[config.mk]
export PLATFORM = sky130hd
export DESIGN_NAME = cnt_cmp_timer
export DESIGN_NICKNAME = d
export VERILOG_FILES = /design/src/rtl/tmr_pkg.sv /design/src/rtl/tmr_count_unit.sv /design/src/rtl/tmr_cause_unit.sv /design/src/rtl/tmr_read_mux.sv /design/src/rtl/cnt_cmp_timer.sv
export SDC_FILE = /design/constraint.sdc
export NUM_CORES = 1
export LEC_CHECK = 0
export ABC_AREA = 1
export BUFFER_PORTS_ARGS = -buffer_cell sky130_fd_sc_hd__buf_4
export CAP_MARGIN = 10
export CORE_ASPECT_RATIO = 1.2
export CORE_MARGIN = 3
export CORE_UTILIZATION = 50
export CTS_CLUSTER_SIZE = 16
export DETAILED_ROUTE_END_ITERATION = 6
export PLACE_DENSITY = 0.72
export REMOVE_ABC_BUFFERS = 1
export SETUP_SLACK_MARGIN = 0.3
export SLEW_MARGIN = 5
export SYNTH_ARGS = -nofsm -noshare
export SYNTH_HDL_FRONTEND = slang
export SYNTH_SLANG_ARGS = --single-unit
[constraint.sdc]
create_clock -name clk_i -period 2.4 [get_ports clk_i]
set_input_delay 0.6 -clock clk_i [delete_from_list [all_inputs] [get_ports clk_i]]
set_output_delay 0.6 -clock clk_i [all_outputs]
set_load 0.005 [all_outputs]
[src/rtl/tmr_pkg.sv]
`timescale 1ns/1ps
package tmr_pkg;
    localparam int unsigned CNT_W     = 32;
    localparam int unsigned WORD_W    = 32;
    localparam int unsigned TIMER_BIT = 15;
    localparam int unsigned EXT_BIT   = 10;

    typedef enum logic [1:0] {
        RD_COUNT   = 2'd0,
        RD_COMPARE = 2'd1,
        RD_STATUS  = 2'd2,
        RD_NONE    = 2'd3
    } rd_sel_e;

    typedef enum logic {
        WR_COUNT   = 1'b0,
        WR_COMPARE = 1'b1
    } wr_sel_e;
endpackage

[src/rtl/tmr_count_unit.sv]
`timescale 1ns/1ps
module tmr_count_unit #(
    parameter int unsigned         W         = 32,
    parameter logic [W-1:0]        RST_COUNT = 1,
    parameter logic [W-1:0]        RST_CMP   = 0
) (
    input  logic         clk_i,
    input  logic         rst_ni,
    input  logic         tick_en_i,
    input  logic         cnt_wr_i,
    input  logic         cmp_wr_i,
    input  logic [W-1:0] wr_data_i,
    output logic [W-1:0] count_o,
    output logic [W-1:0] compare_o,
    output logic         hit_o
);
    typedef struct packed {
        logic [W-1:0] count;
        logic [W-1:0] cmp;
    } cnt_state_t;

    cnt_state_t st_d, st_q;
    logic [W-1:0] next_count;

    always_comb begin
        st_d       = st_q;
        next_count = st_q.count + W'(1);
        hit_o      = 1'b0;
        if (cnt_wr_i) begin
            st_d.count = wr_data_i;
        end else if (tick_en_i) begin
            st_d.count = next_count;
        end
        if (cmp_wr_i) begin
            st_d.cmp = wr_data_i;
        end
        // a match only counts when an increment lands on the target
        // and no register write shares the cycle
        if (tick_en_i && !cnt_wr_i && !cmp_wr_i && (next_count == st_q.cmp)) begin
            hit_o = 1'b1;
        end
    end

    always_ff @(posedge clk_i) begin
        if (!rst_ni) begin
            st_q.count <= RST_COUNT;
            st_q.cmp   <= RST_CMP;
        end else begin
            st_q <= st_d;
        end
    end

    assign count_o   = st_q.count;
    assign compare_o = st_q.cmp;
endmodule

[src/rtl/tmr_cause_unit.sv]
`timescale 1ns/1ps
module tmr_cause_unit #(
    parameter int unsigned W       = 32,
    parameter int unsigned PEND_IX = 15,
    parameter int unsigned EXT_IX  = 10
) (
    input  logic         clk_i,
    input  logic         rst_ni,
    input  logic         hit_i,
    input  logic         ack_i,
    input  logic         ext_req_i,
    output logic [W-1:0] cause_o,
    output logic         irq_o
);
    typedef struct packed {
        logic pend;
        logic ext;
    } cause_state_t;

    cause_state_t st_d, st_q;

    always_comb begin
        st_d     = st_q;
        st_d.ext = ext_req_i;
        if (ack_i) begin
            st_d.pend = 1'b0;
        end else if (hit_i) begin
            st_d.pend = 1'b1;
        end
    end

    always_ff @(posedge clk_i) begin
        if (!rst_ni) begin
            st_q <= '0;
        end else begin
            st_q <= st_d;
        end
    end

    for (genvar b = 0; b < W; b++) begin : g_bit
        if (b == PEND_IX) begin : g_pend
            assign cause_o[b] = st_q.pend;
        end else if (b == EXT_IX) begin : g_ext
            assign cause_o[b] = st_q.ext;
        end else begin : g_zero
            assign cause_o[b] = 1'b0;
        end
    end

    assign irq_o = st_q.pend | st_q.ext;
endmodule

[src/rtl/tmr_read_mux.sv]
`timescale 1ns/1ps
module tmr_read_mux
    import tmr_pkg::*;
#(
    parameter int unsigned W = 32
) (
    input  rd_sel_e      sel_i,
    input  logic [W-1:0] count_i,
    input  logic [W-1:0] compare_i,
    input  logic [W-1:0] cause_i,
    output logic [W-1:0] data_o
);
    always_comb begin
        unique case (sel_i)
            RD_COUNT:   data_o = count_i;
            RD_COMPARE: data_o = compare_i;
            RD_STATUS:  data_o = cause_i;
            default:    data_o = '0;
        endcase
    end
endmodule

[src/rtl/cnt_cmp_timer.sv]
`timescale 1ns/1ps
module cnt_cmp_timer
    import tmr_pkg::*;
#(
    parameter int unsigned W         = CNT_W,
    parameter int unsigned PEND_IX   = TIMER_BIT,
    parameter int unsigned EXT_IX    = EXT_BIT
) (
    input  logic         clk_i,
    input  logic         rst_ni,
    input  logic         tick_en_i,
    input  logic         wr_en_i,
    input  logic         wr_sel_i,
    input  logic [W-1:0] wr_data_i,
    input  logic [1:0]   rd_sel_i,
    output logic [W-1:0] rd_data_o,
    input  logic         ext_req_i,
    output logic         irq_o
);
    localparam logic [W-1:0] RST_COUNT = W'(1);
    localparam logic [W-1:0] RST_CMP   = '0;

    logic         cnt_wr, cmp_wr, hit;
    logic [W-1:0] count_q, compare_q, cause_w;

    assign cnt_wr = wr_en_i && (wr_sel_e'(wr_sel_i) == WR_COUNT);
    assign cmp_wr = wr_en_i && (wr_sel_e'(wr_sel_i) == WR_COMPARE);

    tmr_count_unit #(
        .W         (W),
        .RST_COUNT (RST_COUNT),
        .RST_CMP   (RST_CMP)
    ) u_count (
        .clk_i     (clk_i),
        .rst_ni    (rst_ni),
        .tick_en_i (tick_en_i),
        .cnt_wr_i  (cnt_wr),
        .cmp_wr_i  (cmp_wr),
        .wr_data_i (wr_data_i),
        .count_o   (count_q),
        .compare_o (compare_q),
        .hit_o     (hit)
    );

    tmr_cause_unit #(
        .W       (W),
        .PEND_IX (PEND_IX),
        .EXT_IX  (EXT_IX)
    ) u_cause (
        .clk_i     (clk_i),
        .rst_ni    (rst_ni),
        .hit_i     (hit),
        .ack_i     (cmp_wr),
        .ext_req_i (ext_req_i),
        .cause_o   (cause_w),
        .irq_o     (irq_o)
    );

    tmr_read_mux #(
        .W (W)
    ) u_rd (
        .sel_i     (rd_sel_e'(rd_sel_i)),
        .count_i   (count_q),
        .compare_i (compare_q),
        .cause_i   (cause_w),
        .data_o    (rd_data_o)
    );
endmodule

==> results.py, run 1 <==
metrics = {
    "floorplanning": {
        "ios": 73,
        "start_util_pct": 52.0,
        "core.rowCount": 37,
        "fp.coreArea_um2": 8700,
        "die_h_um": 110,
        "dieArea_um2": 10200,
        "die_w_um": 92.9,
    },
    "pwr": {
        "powerDensity_nw_per_um2": 495,
        "p_sw_share_pct": 30.4,
        "seqPwrFrac_pct": 43.7,
        "p_clk_share_pct": 36.2,
        "p_comb_share_pct": 20.1,
        "p_leak_nw": 2.42,
        "ir_drop_mv": 0.309,
        "switching_power_uw": 852,
        "p_int_mw": 1.95,
    },
    "worst_setup_path": {
        "cp-end-kind": "output pin",
        "cp_max_fo": 15,
        "arrival_ns": 1.48,
        "cp.required_ns": 1.80,
        "path_class": "input port to output pin",
        "startpoint_type": "input port",
    },
    "synthesis": {
        "netlist_instances": 764,
        "yosys_warnings": 0,
        "synth.distinct_cells": 33,
        "synth-async-reset-ratio_pct": 0,
        "synthesis.area_um2": 4530,
        "synth_top_cell_area_share_pct": 29.2,
        "ys.flop_type": "dfxtp_1",
        "synthTopCellsByArea": "dfxtp_1 (29%), nand2_1 (22%), nand3_1 (10%), inv_1 (7.1%), nor2_1 (5.3%)",
        "synth.avg_cell_area_um2": 5.93,
        "synth.ff_latch_count": 66,
        "synth_edf_count": 0,
        "ys_seq_area_share_pct": 29.2,
        "synth_top_cell_by_area": "dfxtp_1",
    },
    "cts": {
        "cts_root_buf": "clkbuf_8",
        "cts_sinks": 66,
        "cts_htree_levels": 3,
        "holdBufCountCts": 0,
        "path_clk_slew_ns": 0.07,
        "clk_path_buf_depth": 2,
        "numCtsBuffers": 9,
        "insertion_delay_ns": 0.36,
        "cts_tree": "built",
    },
    "layout": {
        "nets": 879,
        "final_common_cell": "nand2_1",
        "final_cell_mix": "nand2_1 (258), nand3_1 (88), buf_4 (88)",
        "drive_above_1_share_pct": 21.1,
        "layout.cells.non_filler": 959,
        "multiInputGateArea_um2": 2900,
        "regArea_um2": 1340,
        "finish.utilization_pct": 65.1,
        "fillers": 847,
        "stdcell_area_um2": 5670,
        "diodes": 0,
        "area_growth_pct": 25.2,
    },
    "placement": {
        "hpwl_um": 11000,
        "place_inst": 940,
        "io_buffers": 72,
        "placed_cell_area_um2": 5250,
        "gp_congestion": 0.943,
    },
    "run": {
        "cap_violations": 0,
    },
    "timing": {
        "hold_viol": 0,
        "drv_slew": 0,
        "tightest_slew_ns": 0.627,
        "grt_setup_unrepaired": "yes",
        "fin_crit_sh_pct": 86.6,
        "timing.fmax_ghz": 0.481,
        "hold_slack_ns": 0.434,
        "finalClockSkew_ns": 0.00889,
        "slew_headroom_pct": 58.1,
        "min_period_ns": 2.08,
        "finalSetupViolCount": 0,
        "timing.setup.tns_ns": 0,
    },
    "global_routing": {
        "grt.overflow.total": 0,
        "track_usage_pct": 30.9,
        "grt_pass1_vias": 5143,
        "grt_max_degree": 38,
        "antenna_found_initial": 0,
        "grt_pass1_wl_um": 24600,
    },
    "routing": {
        "ant_nets": 0,
        "drcViolationCount": 0,
        "post_drt_wl_per_cell_um": 16.1,
        "viasPerCell": 5.58,
        "drt-total-wl_um": 15400,
        "drtIter0Drc": 424,
        "drtPass1Iterations": 5,
        "vias": 5348,
    },
    "outcome": {
        "status": "finished clean",
    },
    "hold_path": {
        "hold_path.class": "input port to flop",
    },
}
-- timing repair --
item                                    CTS  global route
pin swaps                                 3            18
gates resized for setup                  15            45
buffers inserted                          1             3
endpoints found under the setup margin   27            22
endpoints found under the hold margin     0             0
gates cloned                              0             0
-- kinds of logic (layout without fill, tap and decap cells) --
| family | count (synthesis) | after routing | synth area share, % |
|---|---|---|---|
| AND/OR/NAND/NOR | 443 | 443 | 42.4 |
| AO/OA/AOI/OAI | 129 | 129 | 16.2 |
| buffers and inverters | 118 | 196 | 9.95 |
| flip-flops | 66 | 66 | 29.2 |
| XOR/XNOR | 7 | 7 | 1.96 |
| adder cells (fa/ha/maj) | 1 | 1 | 0.276 |
-- Yosys cell counts (all sizes together) (2+ instances only) --
cell type / number
nand2: 271
nand3: 94
inv: 87
nor2: 74
dfxtp: 66
o21ai: 40
a21oi: 30
a31oi: 30
clkbuf: 28
o22ai: 25
xor2: 3
buf: 2
o211ai: 2
xnor2: 2
xnor3: 2
-- per-layer routing --
layer / part of all wire [%] / wire length [um] / vias up / track usage (%)
met5: 0 / 0 / - / 0
met4: 3.4 / 521 / 0 / 15.9
met3: 7.3 / 1120 / 33 / 4.34
met2: 49 / 7540 / 225 / 54.5
met1: 41 / 6270 / 2449 / 36.7
li1: - / - / 2641 / -
-- final cells by class --
class	count	area share, %
tap	117	2.58
multi-input combinational	580	51.3
timing repair buffer	93	13.0
sequential	66	23.7
clock buffer	13	2.98
inverter	88	5.87
clock inverter	2	0.618
-- through the flow --
step           setup slack [ns]  power, mW
2_1_floorplan            -0.393       1.53
3_3_place_gp              0.162       1.77
3_5_place_dp              0.151       1.78
4_1_cts                   0.301       2.78
5_1_grt                   0.238       2.93
6_report                  0.323       2.80
-- critical path, cell delays in order --
cell and delay (ns):
buf_4 0.14, inv_2 0.11, nand2_1 0.08, buf_4 0.21, o22ai_1 0.18, buf_4 0.15
-- worst paths after layout --
kind                         from                   end  slack [ns]  cells past startpoint
max reg2reg    u_count.count_o[1]   u_cause.cause_o[15]        0.37                     13
min                     ext_req_i   u_cause.cause_o[10]        0.43                      3
max                   rd_sel_i[0]         rd_data_o[20]        0.32                      6
min reg2reg  u_count.compare_o[9]  u_count.compare_o[9]        0.49                      2
-- sequential cells by signal (all words and copies together) (netlist names) --
signal / flops
u_count.count_o: 32
u_count.compare_o: 32
u_cause.cause_o: 2
-- power by group through the flow --
| stage | registers [mW] | logic (mW) | clock network (mW) |
|---|---|---|---|
| 6_report | 1.23 | 0.563 | 1.02 |
| 5_1_grt | 1.23 | 0.622 | 1.07 |
| 3_5_place_dp | 1.25 | 0.533 | 0 |
| 4_1_cts | 1.22 | 0.543 | 1.02 |
| 2_1_floorplan | 1.23 | 0.300 | 0 |
| 3_3_place_gp | 1.24 | 0.524 | 0 |
Note: power is estimated with default switching activity, not from simulation.
==> run 2: changes to the inputs <==
==> constraint.sdc (replaced) <==
create_clock -name clk_i -period 2.4 [get_ports clk_i]
set_input_delay 0.12 -clock clk_i [delete_from_list [all_inputs] [get_ports clk_i]]
set_output_delay 0.12 -clock clk_i [all_outputs]
set_load 0.005 [all_outputs]
==> run 2 against run 1 <==
Global-route usage increased by 0.16 points. Hold slack got worse by 0.40 ns. Cell count increased by 0.31%. First-iteration DRC count fell by 14%. Largest cell class unchanged.
==> results.py, run 2 (synthesized netlist as in run 1, its figures left out) <==
metrics = {
    "timing": {
        "drv_slew": 0,
        "slew_headroom_pct": 62.1,
        "hold_viol": 0,
        "min_period_ns": 2.04,
        "finalSetupViolCount": 0,
        "grt_setup_unrepaired": "yes",
        "timing.setup.tns_ns": 0,
        "timing.fmax_ghz": 0.490,
        "fin_crit_sh_pct": 85.0,
        "finalClockSkew_ns": 0.00952,
        "fin_ws_ns": 0.360,
        "tightest_slew_ns": 0.567,
    },
    "pwr": {
        "powerDensity_nw_per_um2": 486,
        "p_leak_nw": 2.40,
        "ir_drop_mv": 0.327,
        "p_total_mw": 2.73,
    },
    "routing": {
        "post_drt_wl_per_cell_um": 16.2,
        "viasPerCell": 5.57,
        "drtIter0Drc": 366,
        "drt-total-wl_um": 15600,
        "drtPass1Iterations": 7,
        "drcViolationCount": 0,
        "ant_nets": 0,
        "vias": 5360,
    },
    "worst_setup_path": {
        "rr_worst_depth": 13,
        "path_class": "flop to flop",
        "arrival_ns": 2.33,
        "r2r_end": "u_cause.cause_o[15]",
        "cp_slowest_cell": "dfxtp_4",
        "r2r-start": "u_count.count_o[0]",
        "cp.required_ns": 2.69,
        "startpoint_type": "flop",
        "max_stage_delay_ns": 0.38,
        "cp_max_fo": 6,
        "cp-end-kind": "flop",
        "r2r_setup_slack_ns": 0.36,
        "path_cells": "ha_4, nand2_4, nor2_8, nand2_4, nor2_4, nand2_2, nand3_1, nand2_1, nor2_1, nand3_2, nor2_2, nand3_1, a21oi_2",
    },
    "cts": {
        "clk_path_buf_depth": 2,
        "path_clk_slew_ns": 0.07,
        "cts_root_buf": "clkbuf_8",
        "cts_tree": "built",
        "cts_htree_levels": 3,
        "numCtsBuffers": 9,
        "insertion_delay_ns": 0.35,
        "cts_sinks": 66,
    },
    "floorplanning": {
        "dieArea_um2": 10200,
        "die_w_um": 92.9,
        "core.rowCount": 37,
        "die_h_um": 110,
        "fp.coreArea_um2": 8700,
        "ios": 73,
        "start_util_pct": 52.0,
    },
    "placement": {
        "io_buffers": 72,
        "gp_congestion": 1.01,
        "hpwl_um": 11400,
        "place_inst": 941,
        "place_ws_ns": 0.185,
    },
    "layout": {
        "diodes": 0,
        "final_common_cell": "nand2_1",
        "final_cell_mix": "nand2_1 (256), buf_4 (92), nand3_1 (89)",
        "area_growth_pct": 23.9,
        "layout.cells.non_filler": 962,
        "finish.utilization_pct": 64.4,
        "nets": 882,
        "drive_above_1_share_pct": 20.1,
    },
    "global_routing": {
        "grt_max_degree": 35,
        "grt_pass1_vias": 5108,
        "track_usage_pct": 31.1,
        "grt_pass1_wl_um": 24700,
        "grt.overflow.total": 0,
        "antenna_found_initial": 0,
    },
    "hold_path": {
        "hold_path.class": "input port to flop",
        "hp-start": "wr_data_i[6]",
        "worstHoldPathCells": 3,
        "hold_end": "u_count.compare_o[6]",
    },
    "run": {
        "cap_violations": 0,
    },
    "outcome": {
        "status": "finished clean",
    },
}
## run 2: cell count changes in the layout (fill, tap and decap cells not counted), moves of 4 or more
| cell | change |
|---|---|
| nor2_2 | +6 |
| buf_4 | +4 |
| dfxtp_1 | +4 |
| dfxtp_2 | -4 |
| nor2_1 | -4 |
## run 2: worst max-delay path: cells and delay by family, from the launching register on
kind | cells | cell delay, ns
and+or+nand+nor | 11 | 1.31
DFF | 1 | 0.38
AOI/OAI and AO/OA | 1 | 0.13
adders and majority gates | 1 | 0.16
## run 2: final cells by class
type                       instances  area [um2]
clock inverter                     3        40.0
fill                             862        3100
inverter                          88         330
timing repair buffer              96         751
sequential                        66        1340
clock buffer                      12         145
multi-input combinational        580        2860
tap                              117         146
## run 2: per-layer routing
layer	track usage, %	vias up	routed length, um
li1	-	2640	-
met1	37.7	2443	6330
met2	54.2	238	7690
met3	3.60	39	1090
met4	16.1	0	508
met5	0	-	0
## run 2: how the worst max path moves through the flow
stage / start / slack (ns) / cells past startpoint / to
global placement: u_count.count_o[1] / 0.22 / 15 / u_cause.cause_o[15]
floorplan: wr_en_i / 0.09 / 7 / u_count.count_o[1]
global route: u_count.count_o[1] / 0.26 / 15 / u_cause.cause_o[15]
CTS: u_count.count_o[1] / 0.30 / 13 / u_cause.cause_o[15]
finish: u_count.count_o[0] / 0.36 / 13 / u_cause.cause_o[15]
detailed placement: u_count.count_o[1] / 0.19 / 15 / u_cause.cause_o[15]
## run 2: power by group
group	switching, mW	total (mW)	internal, mW
clock network	0.446	0.947	0.501
registers	0.0588	1.22	1.16
logic	0.331	0.559	0.228
total	0.836	2.73	1.89
## run 2: timing repair
action,4_1_cts,5_1_grt
gates resized for setup,6,35
hold buffers,2,0
buffers inserted,0,4
cloned,0,0
pin swaps,1,12
endpoints found under the hold margin,2,0
endpoints found under the setup margin,1,1
## run 2: metrics by stage
stage / area [um2] / hold slack [ns]
floorplan: 4410 / 0.213
CTS: 5480 / 0.0251
finish: 5610 / 0.0374
global placement: 5260 / 0.300
global route: 5610 / 0.0451
detailed placement: 5260 / 0.313
